==> config.mk <==
export PLATFORM = sky130hd
export DESIGN_NAME = pll_prog_seq
export DESIGN_NICKNAME = d
export VERILOG_FILES = /design/src/rtl/pll_prog_pkg.sv /design/src/rtl/pll_word_builder.sv /design/src/rtl/pll_ser_shifter.sv /design/src/rtl/pll_lock_sync.sv /design/src/rtl/pll_prog_seq.sv
export SDC_FILE = /design/constraint.sdc
export NUM_CORES = 1
export LEC_CHECK = 0
export BUFFER_PORTS_ARGS = -buffer_cell sky130_fd_sc_hd__buf_2
export CAP_MARGIN = 30
export CORE_UTILIZATION = 46
export DETAILED_ROUTE_END_ITERATION = 6
export HOLD_SLACK_MARGIN = 0.03
export PLACE_DENSITY = 0.69
export SLEW_MARGIN = 20
export SYNTH_ARGS = -nofsm -noshare
export SYNTH_HDL_FRONTEND = slang
export SYNTH_SLANG_ARGS = --single-unit
==> constraint.sdc <==
create_clock -name clk -period 2.3 [get_ports clk]
set_clock_uncertainty 0.15 [all_clocks]
set_input_delay 0.345 -clock clk [delete_from_list [all_inputs] [get_ports clk]]
set_output_delay 0.345 -clock clk [all_outputs]
set_load 0.01 [all_outputs]
==> src/rtl/pll_prog_pkg.sv <==
package pll_prog_pkg;
  localparam int WORD_W     = 21;
  localparam int A_FIELD_W  = 5;
  localparam int B_FIELD_W  = 13;
  localparam int PRESC_LOG2 = 3;
  localparam int NUM_WORDS  = 3;

  localparam logic [1:0] ADDR_FUNC = 2'b11;
  localparam logic [1:0] ADDR_REF  = 2'b00;
  localparam logic [1:0] ADDR_FDBK = 2'b01;

  typedef enum logic [1:0] {ST_IDLE, ST_ISSUE, ST_SEND, ST_WAIT} seq_state_t;
  typedef enum logic [1:0] {PH_SETUP, PH_HIGH, PH_GAP, PH_LATCH} ser_phase_t;
endpackage

==> src/rtl/pll_word_builder.sv <==
module pll_word_builder
  import pll_prog_pkg::*;
#(
  parameter int FUNC_W = 19,
  parameter int REF_W  = 14,
  parameter int N_W    = 16
) (
  input  logic [FUNC_W-1:0] func_cfg,
  input  logic [REF_W-1:0]  ref_div,
  input  logic [N_W-1:0]    n_div,
  input  logic [1:0]        word_idx,
  output logic [WORD_W-1:0] word
);
  localparam int REF_PAD = WORD_W - 2 - REF_W;
  localparam int A_PAD   = A_FIELD_W - PRESC_LOG2;

  logic [A_FIELD_W-1:0] swallow;
  logic [B_FIELD_W-1:0] main_cnt;
  logic [WORD_W-1:0]    w_func, w_ref, w_fdbk;

  always_comb begin
    swallow  = {{A_PAD{1'b0}}, n_div[PRESC_LOG2-1:0]};
    main_cnt = n_div[N_W-1:PRESC_LOG2];
    w_func   = {func_cfg, ADDR_FUNC};
    w_ref    = {{REF_PAD{1'b0}}, ref_div, ADDR_REF};
    w_fdbk   = {1'b1, main_cnt, swallow, ADDR_FDBK};
    case (word_idx)
      2'd0:    word = w_func;
      2'd1:    word = w_ref;
      default: word = w_fdbk;
    endcase
  end
endmodule

==> src/rtl/pll_ser_shifter.sv <==
module pll_ser_shifter
  import pll_prog_pkg::*;
#(
  parameter int SCK_HALF = 2
) (
  input  logic              clk,
  input  logic              rst_n,
  input  logic              go,
  input  logic [WORD_W-1:0] word,
  output logic              ser_data,
  output logic              ser_clk,
  output logic              ser_le,
  output logic              done
);
  localparam int HC_W  = $clog2(SCK_HALF + 1);
  localparam int BIT_W = $clog2(WORD_W + 1);

  ser_phase_t        ph;
  logic              active;
  logic [WORD_W-1:0] shreg;
  logic [BIT_W-1:0]  bitcnt;
  logic [HC_W-1:0]   hc;

  always_ff @(posedge clk or negedge rst_n) begin
    if (!rst_n) begin
      ph <= PH_SETUP; active <= 1'b0; shreg <= '0;
      bitcnt <= '0; hc <= '0; done <= 1'b0;
    end else begin
      done <= 1'b0;
      if (go && !active) begin
        active <= 1'b1; shreg <= word; bitcnt <= '0;
        hc <= '0; ph <= PH_SETUP;
      end else if (active) begin
        if (hc == HC_W'(SCK_HALF - 1)) begin
          hc <= '0;
          case (ph)
            PH_SETUP: ph <= PH_HIGH;
            PH_HIGH: begin
              if (bitcnt == BIT_W'(WORD_W - 1)) ph <= PH_GAP;
              else begin
                bitcnt <= bitcnt + 1'b1;
                shreg  <= {shreg[WORD_W-2:0], 1'b0};
                ph     <= PH_SETUP;
              end
            end
            PH_GAP:   ph <= PH_LATCH;
            default: begin
              active <= 1'b0; done <= 1'b1; ph <= PH_SETUP;
            end
          endcase
        end else begin
          hc <= hc + 1'b1;
        end
      end
    end
  end

  assign ser_data = active && (ph == PH_SETUP || ph == PH_HIGH) && shreg[WORD_W-1];
  assign ser_clk  = active && (ph == PH_HIGH);
  assign ser_le   = active && (ph == PH_LATCH);

  // checker state: rising edges of ser_clk since the last latch pulse
  logic             sck_d;
  logic [BIT_W-1:0] edge_cnt;
  always_ff @(posedge clk or negedge rst_n) begin
    if (!rst_n) begin
      sck_d <= 1'b0; edge_cnt <= '0;
    end else begin
      sck_d <= ser_clk;
      if (ser_le) edge_cnt <= '0;
      else if (ser_clk && !sck_d) edge_cnt <= edge_cnt + 1'b1;
    end
  end

  assert_le_clk_low_R6: assert property (@(posedge clk) disable iff (!rst_n)
    ser_le |-> !ser_clk);
  assert_le_after_21_R6: assert property (@(posedge clk) disable iff (!rst_n)
    $rose(ser_le) |-> edge_cnt == BIT_W'(WORD_W));
  assert_data_hold_R5: assert property (@(posedge clk) disable iff (!rst_n)
    (ser_clk && $past(ser_clk)) |-> $stable(ser_data));
  assert_clk_high_min_R5: assert property (@(posedge clk) disable iff (!rst_n)
    $fell(ser_clk) |-> $past(ser_clk, 2));
endmodule

==> src/rtl/pll_lock_sync.sv <==
module pll_lock_sync #(
  parameter int STAGES = 2
) (
  input  logic clk,
  input  logic rst_n,
  input  logic din,
  output logic dout
);
  logic [STAGES-1:0] chain;
  always_ff @(posedge clk or negedge rst_n) begin
    if (!rst_n) chain <= '0;
    else        chain <= {chain[STAGES-2:0], din};
  end
  assign dout = chain[STAGES-1];

  logic [1:0] age;
  always_ff @(posedge clk or negedge rst_n) begin
    if (!rst_n) age <= '0;
    else if (age != 2'd3) age <= age + 1'b1;
  end
  assert_sync_delay_R9: assert property (@(posedge clk) disable iff (!rst_n)
    (age == 2'd3) |-> dout == $past(din, 2));
endmodule

==> src/rtl/pll_prog_seq.sv <==
module pll_prog_seq
  import pll_prog_pkg::*;
#(
  parameter int FUNC_W   = 19,
  parameter int REF_W    = 14,
  parameter int N_W      = 16,
  parameter int WAIT_W   = 16,
  parameter int SCK_HALF = 2
) (
  input  logic              clk,
  input  logic              rst_n,
  input  logic              start,
  input  logic [FUNC_W-1:0] func_cfg,
  input  logic [REF_W-1:0]  ref_div,
  input  logic [N_W-1:0]    n_div,
  input  logic [WAIT_W-1:0] wait_cycles,
  input  logic              lock_det,
  output logic              ser_data,
  output logic              ser_clk,
  output logic              ser_le,
  output logic              busy,
  output logic              locked
);
  seq_state_t        st;
  logic [1:0]        idx;
  logic [WAIT_W-1:0] wcnt;
  logic [FUNC_W-1:0] func_q;
  logic [REF_W-1:0]  ref_q;
  logic [N_W-1:0]    n_q;
  logic [WORD_W-1:0] cur_word;
  logic              sh_done, lock_s, go;

  pll_word_builder #(.FUNC_W(FUNC_W), .REF_W(REF_W), .N_W(N_W)) u_build (
    .func_cfg(func_q), .ref_div(ref_q), .n_div(n_q),
    .word_idx(idx), .word(cur_word));

  assign go = (st == ST_ISSUE);

  pll_ser_shifter #(.SCK_HALF(SCK_HALF)) u_shift (
    .clk(clk), .rst_n(rst_n), .go(go), .word(cur_word),
    .ser_data(ser_data), .ser_clk(ser_clk), .ser_le(ser_le), .done(sh_done));

  pll_lock_sync #(.STAGES(2)) u_sync (
    .clk(clk), .rst_n(rst_n), .din(lock_det), .dout(lock_s));

  assign locked = lock_s;
  assign busy   = (st == ST_ISSUE) || (st == ST_SEND);

  always_ff @(posedge clk or negedge rst_n) begin
    if (!rst_n) begin
      st <= ST_IDLE; idx <= '0; wcnt <= '0;
      func_q <= '0; ref_q <= '0; n_q <= '0;
    end else begin
      case (st)
        ST_IDLE: if (start) begin
          func_q <= func_cfg; ref_q <= ref_div; n_q <= n_div;
          idx <= '0; st <= ST_ISSUE;
        end
        ST_ISSUE: st <= ST_SEND;
        ST_SEND: if (sh_done) begin
          if (idx == 2'(NUM_WORDS - 1)) begin
            st <= ST_WAIT; wcnt <= '0;
          end else begin
            idx <= idx + 1'b1; st <= ST_ISSUE;
          end
        end
        default: begin
          if (start || (wcnt >= wait_cycles && !lock_s)) begin
            func_q <= func_cfg; ref_q <= ref_div; n_q <= n_div;
            idx <= '0; st <= ST_ISSUE;
          end else if (wcnt >= wait_cycles) begin
            wcnt <= '0;
          end else begin
            wcnt <= wcnt + 1'b1;
          end
        end
      endcase
    end
  end

  assert_quiet_when_idle_R7: assert property (@(posedge clk) disable iff (!rst_n)
    !busy |-> (!ser_clk && !ser_le));
  assert_start_ignored_R11: assert property (@(posedge clk) disable iff (!rst_n)
    (st == ST_SEND && !sh_done) |=> (st == ST_SEND && $stable(idx)));
  assert_capture_hold_R10: assert property (@(posedge clk) disable iff (!rst_n)
    (busy && $past(busy)) |-> ($stable(n_q) && $stable(ref_q) && $stable(func_q)));
  assert_order_R2: assert property (@(posedge clk) disable iff (!rst_n)
    $rose(busy) |-> idx == 2'd0);
endmodule

### Yosys cells after proc, flatten, opt, wreduce, memory -nomap -nowiden

Index checks and enable logic that the tools add are counted.
Widths: inputs -> output; s select.

| operators by class | value |
|---|---|
| eq/ne operators | 15 |
| bitwise logic cells | 3 |
| order comparisons | 1 |
| shift operators | 0 |
| $mul | 0 |
| div/mod/pow operators | 0 |
| multiplexer cells | 51 |
| add/sub/neg operators | 4 |
| reductions and logical operators | 29 |

Operators with widths:

| cell | number |
|---|---|
| $mux 21 | 5 |
| $mux 16 | 6 |
| $pmux 16 s2 | 2 |
| $pmux 21 s2 | 1 |
| $mux 19 | 2 |
| $pmux 19 s2 | 1 |
| $mux 2 | 15 |
| $mux 14 | 2 |
| $pmux 14 s2 | 1 |
| $mux 5 | 5 |
| $pmux 2 s3 | 3 |
| $add 16x1->16 const B | 1 |
| $ge 16x16->1 | 1 |
| $eq 2x1->1 const B | 4 |
| $eq 2x2->1 const B | 4 |
| $mux 1 | 8 |
| $reduce_and 4->1 | 2 |
| $reduce_bool 2->1 | 4 |
| $logic_and 1x1->1 | 6 |
| $logic_not 2->1 | 3 |
| $ne 2x1->1 const B | 3 |
| $ne 2x2->1 const B | 3 |
| $reduce_and 3->1 | 2 |
| $add 5x1->5 const B | 1 |
| other kinds (11) | 18 |

| storage, ports and cells | value |
|---|---|
| output and inout port bits | 5 |
| RAM bits | 0 |
| memories kept | 0 |
| bits in latches | 0 |
| input port bits | 69 |
| register bits after elaboration | 103 |
| ROM bits | 0 |

### Depth between registers and ports, before layout

| logic depth | value |
|---|---|
| depth in word-level cells | 6 |
| depth in mapped cells | 10 |
| gate-level depth less buffers | 8 |

### Modules after synthesis

A second synthesis with hierarchy kept.

| second synthesis, totals | value |
|---|---|
| cell total of the unflattened synthesis | 535 |
| area, all modules | 5,795.6 sq um |

Modules (own cells, without submodules):

| module | cells each | area each (sq um) | instances |
|---|---|---|---|
| pll_prog_seq | 299 | 3,499.6 | 1 |
| pll_ser_shifter | 181 | 1,888.1 | 1 |
| pll_word_builder | 53 | 357.8 | 1 |
| pll_lock_sync | 2 | 50.0 | 1 |

### Least setup slack after synthesis

OpenSTA, ideal clock, no wires.

| timing path | value |
|---|---|
| path type | flip-flop to flip-flop |
| from | register wcnt[11] |
| to | register ref_q[10] |
| slack | -0.252 ns |
| library setup time | 0.127 ns |
| data arrival time | 2.274 ns |
| period minus slack after synthesis | 2.552 ns |
| stages on the path, launching flop included | 10 |
| path through | dfrtp_1 -> ha_1 -> nand4_1 -> a211o_1 -> o32ai_4 -> o21ai_1 -> a21oi_2 -> buf_6 -> buf_8 -> mux2_1 |

| between the ends | value |
|---|---|
| longest elaborated chain between the ends | 5 |

RTL lines:

| item | RTL line | text |
|---|---|---|
| from (decl) | pll_prog_seq.sv:26 | `logic [WAIT_W-1:0] wcnt;` |
| from (signal assigned) | pll_prog_seq.sv:74 | `wcnt <= wcnt + 1'b1;` |
| $ge 16x16->1 | pll_prog_seq.sv:68 | `if (start \|\| (wcnt >= wait_cycles && !lock_s)) begin` |
| $logic_and 1x1->1 | pll_prog_seq.sv:68 |  |
| $logic_or 1x1->1 | pll_prog_seq.sv:68 |  |
| $reduce_bool 2->1 (no line) | n/a |  |
| $reduce_and 3->1 (no line) | n/a |  |
| to (signal assigned) | pll_prog_seq.sv:56 | `func_q <= func_cfg; ref_q <= ref_div; n_q <= n_div;` |
| to (signal assigned) | pll_prog_seq.sv:69 | `func_q <= func_cfg; ref_q <= ref_div; n_q <= n_div;` |
| to (decl) | pll_prog_seq.sv:28 | `logic [REF_W-1:0] ref_q;` |

No other way between the ends.
A chain may end at the register's enable or synchronous reset.

### Worst setup path in the final report

| timing path | value |
|---|---|
| from | register wcnt[13] |
| to | register func_q[15] |

| between the ends | value |
|---|---|
| longest elaborated chain between the ends | 5 |

RTL lines:

| item | RTL line | text |
|---|---|---|
| $ge 16x16->1 | pll_prog_seq.sv:68 |  |
| $logic_and 1x1->1 | pll_prog_seq.sv:68 |  |
| $logic_or 1x1->1 | pll_prog_seq.sv:68 |  |
| $reduce_bool 2->1 (no line) | n/a |  |
| $reduce_and 3->1 (no line) | n/a |  |
| to (signal assigned) | pll_prog_seq.sv:56 |  |
| to (signal assigned) | pll_prog_seq.sv:69 |  |
| to (decl) | pll_prog_seq.sv:27 | `logic [FUNC_W-1:0] func_q;` |

No other way between the ends.

==> summary.txt <==
========================================================================================
Total power                                                                      3.78 mW
Proportion of synthesized flip-flops having asynchronous set or reset               100%
Class of the tightest hold or removal check                                 input pin to flop
Number of synthesized flops with an enable pin                                         0
Placed cell area                                                                6070 um2
Horizontal extent of the die                                                      109 um
Power density over cell area                                                  577 nW/um2
Largest net degree at the start of global routing                                     44
Failing checks                                                              setup timing
Antenna viol nets, final                                                               0
Number of distinct library cells after synthesis                                      53
Number of fill cells                                                                 923
Count of H-tree levels built during CTS                                                3
Count of final setup violators                                                        68
Placement row count                                                                   38
Clock tree sinks                                                                     103
Finished layout cell area                                                       6550 um2
Summed negative setup slack over all endpoints                                 -18.01 ns
Mean routed wirelength per cell                                                  15.3 um
Overall die height                                                                109 um
Worst vdd ir                                                                    0.325 mV
Final worst path period need                                                     2.62 ns
Final weighted congestion in routability-driven placement                          0.814
Number of diodes                                                                       0
DRC violations left                                                                    0
Clock root buffer                                                           sky130_fd_sc_hd__clkbuf_16
Post-synthesis net count                                                             579
Start-to-end type of the worst setup path                                   flop to flop
Global-route usage over all layers                                                 21.0%
Placement-stage worst setup slack                                              -0.400 ns
Outcome                                                                     complete, but fails checks
Register area                                                                   2580 um2
Setup ws final                                                                 -0.321 ns
Vias after detailed routing                                                         4098
Count of final max-slew check failures                                                 0
Global-route wire length before repair                                           19.5 mm
Total half-perimeter wirelength after legalization and detailed placement        8.04 mm
Grt total ovfl                                                                         0
Slew headroom                                                                      38.8%
Layout-stage area growth over the synthesis result                                 24.0%
Maximum clock frequency                                                          382 MHz
Initial antenna violation count                                                        0
Clock latency reported for the late side of the worst-skew pair                  0.34 ns
Std-Cell Core Area                                                             11000 um2
Via count of the first global-routing pass                                          4295
Crit path launch type                                                               flop
Full die area                                                                  11900 um2
TritonRoute pass-1 iters                                                               5
Leading cell types in the layout, fill and taps excluded                    sky130_fd_sc_hd__dfrtp_1, sky130_fd_sc_hd__buf_2, sky130_fd_sc_hd__nand2_1, sky130_fd_sc_hd__buf_4, sky130_fd_sc_hd__mux2_2
Final hold vios                                                                        0
Maximum root-to-sink buffer count                                                      2
Arrival time of data at the critical path endpoint                               2.70 ns
Worst-case hold slack                                                          0.0596 ns
Critical path fanouts, max                                                            40
Via density per instance                                                            5.56
Worst path required time                                                         2.38 ns
Number of nets at the end of the flow                                                687
Cells after synthesis                                                                484
Cell leakage power                                                               3.15 nW
Flip-flop and latch count after synthesis                                            103
Max-Cap Viols                                                                          0
Clock transition at the registers of the reported paths                          0.08 ns
Total area of multi-input combinational cells                                   2580 um2
Portion of the post-synthesis area used by sequential elements                     48.8%
Syn avg cell area                                                               10.9 um2
Unrepaired setup endpoints after global routing                                     true
Count of buffers inserted at the top-level ports                                      73
Effective utilization at floorplan                                                 47.9%
Fraction of final layout cells with drive strength greater than 1                  33.0%
CTS tree                                                                            done
Initial drt markers                                                                  185
Ratio of final minimum period to clock period                                       114%
Slew @ Worst Pin                                                                0.915 ns
Critical path endpoint category                                                     flop
# IOs                                                                                 74
TritonCTS Buffers                                                                      9
Mapped Area                                                                     5280 um2
Final wirelength                                                                 11.3 mm
Most frequent standard cell in the layout excluding fill and tap cells      sky130_fd_sc_hd__dfrtp_1
Dominant synthesized flop cell                                              sky130_fd_sc_hd__dfrtp_1
Warnings from Yosys                                                                    0
========================================================================================
cells by family (layout without fill, tap and decap cells):
group	after synthesis	after routing	share of synthesized area [%]
compound gates	98	98	14.5
xor+xnor	4	4	0.663
fa+ha+maj	26	26	6.16
buf+inv	53	166	4.64
flops	103	103	48.8
mux	52	52	11.0
simple gates	148	148	14.2
cells in the mapped netlist, types with 2 or more instances:
cell type	count	area [um2]
sky130_fd_sc_hd__dfrtp_1	103	2580
sky130_fd_sc_hd__nand2_1	59	221
sky130_fd_sc_hd__mux2_2	40	450
sky130_fd_sc_hd__inv_1	28	105
sky130_fd_sc_hd__ha_1	26	325
sky130_fd_sc_hd__nor2_1	21	78.8
sky130_fd_sc_hd__a31oi_1	20	125
sky130_fd_sc_hd__a211oi_1	17	128
sky130_fd_sc_hd__clkbuf_1	17	63.8
sky130_fd_sc_hd__and3_1	15	93.8
sky130_fd_sc_hd__a22o_1	12	105
sky130_fd_sc_hd__a21oi_1	11	55.1
sky130_fd_sc_hd__a221o_1	10	100
sky130_fd_sc_hd__mux2_1	10	113
sky130_fd_sc_hd__nor3_1	9	45.0
sky130_fd_sc_hd__nand4_1	8	50.1
sky130_fd_sc_hd__nand3_1	7	35.0
sky130_fd_sc_hd__o21ai_0	6	30.0
sky130_fd_sc_hd__nor3b_1	5	37.5
sky130_fd_sc_hd__a211o_1	4	35.0
sky130_fd_sc_hd__nor2b_1	4	25.0
sky130_fd_sc_hd__a32o_1	3	30.0
sky130_fd_sc_hd__and2_1	3	18.8
sky130_fd_sc_hd__buf_4	3	22.5
sky130_fd_sc_hd__buf_6	3	33.8
sky130_fd_sc_hd__nand2b_1	3	18.8
sky130_fd_sc_hd__nor4_1	3	18.8
sky130_fd_sc_hd__xor2_1	3	26.3
sky130_fd_sc_hd__a221oi_1	2	17.5
sky130_fd_sc_hd__mux2i_1	2	20.0
sky130_fd_sc_hd__o21a_1	2	15.0
sky130_fd_sc_hd__o21ai_1	2	10.0
sky130_fd_sc_hd__or2_2	2	12.5
sky130_fd_sc_hd__or3_1	2	12.5
what timing repair did:
action	CTS	global route
resized for setup	12	7
buffers inserted	4	1
setup endpoints to repair	68	70
pin swaps	2	0
endpoints found under the hold margin	39	0
hold buffers	2	0
where the power goes:
part           switching (mW)  internal [mW]
Combinational           0.131          0.152
Clock                   0.727          0.870
Sequential             0.0338           1.87
Total                   0.891           2.89
cell type report:
cell class / count / area share, %
multi-input combinational: 328 / 39.4
sequential: 103 / 39.4
timing repair buffer: 122 / 12.2
clock buffer: 9 / 3.44
tap: 140 / 2.67
inverter: 28 / 1.60
clock inverter: 7 / 1.32
per-layer routing:
| metal | part of all wire [%] | track usage [%] |
|---|---|---|
| met5 | 0 | 0 |
| met4 | 1.8 | 8.78 |
| met3 | 4.0 | 3.17 |
| met2 | 51 | 35.8 |
| met1 | 43 | 26.5 |
per-stage QoR:
| step | utilization [%] | std cells |
|---|---|---|
| global placement | 55.0 | 714 |
| detailed placement | 55.0 | 714 |
| finish | 59.4 | 737 |
| CTS | 59.0 | 736 |
| floorplan | - | 484 |
| global route | 59.4 | 737 |
final timing paths:
path | start | to | slack, ns | cells after the start
max | wcnt[13]$_DFFE_PN0P_ | func_q[15]$_DFFE_PN0P_ | -0.32 | 8
min | ref_div[12] | ref_q[12]$_DFFE_PN0P_ | 0.06 | 2
max reg2reg | wcnt[13]$_DFFE_PN0P_ | func_q[15]$_DFFE_PN0P_ | -0.32 | 8
min reg2reg | u_sync.chain[0]$_DFF_PN0_ | u_sync.chain[1]$_DFF_PN0_ | 0.25 | 0
max in group asynchronous | rst_n | u_shift.ph[0]$_DFFE_PN0P_ | 0.93 | 3
min in group asynchronous | rst_n | n_q[14]$_DFFE_PN0P_ | 0.39 | 2
flip-flops by register name, summed over array words and instances, names as in the netlist:
register        flops
wcnt               16
u_shift.active      1
idx                 2
u_shift.ph          2
u_sync.chain        2
u_shift.done        1
ref_q              14
u_shift.hc          2
n_q                16
st                  2
func_q             19
u_shift.shreg      21
u_shift.bitcnt      5
critical path, stage by stage, from the launching register on:
cell,delay [ns]
sky130_fd_sc_hd__dfrtp_1,0.41
sky130_fd_sc_hd__ha_4,0.28
sky130_fd_sc_hd__nand4_1,0.18
sky130_fd_sc_hd__a211o_1,0.33
sky130_fd_sc_hd__o32ai_4,0.24
sky130_fd_sc_hd__o21ai_2,0.11
sky130_fd_sc_hd__a21oi_4,0.17
sky130_fd_sc_hd__buf_12,0.24
sky130_fd_sc_hd__mux2_2,0.36
(Power assumes the default switching activity.)
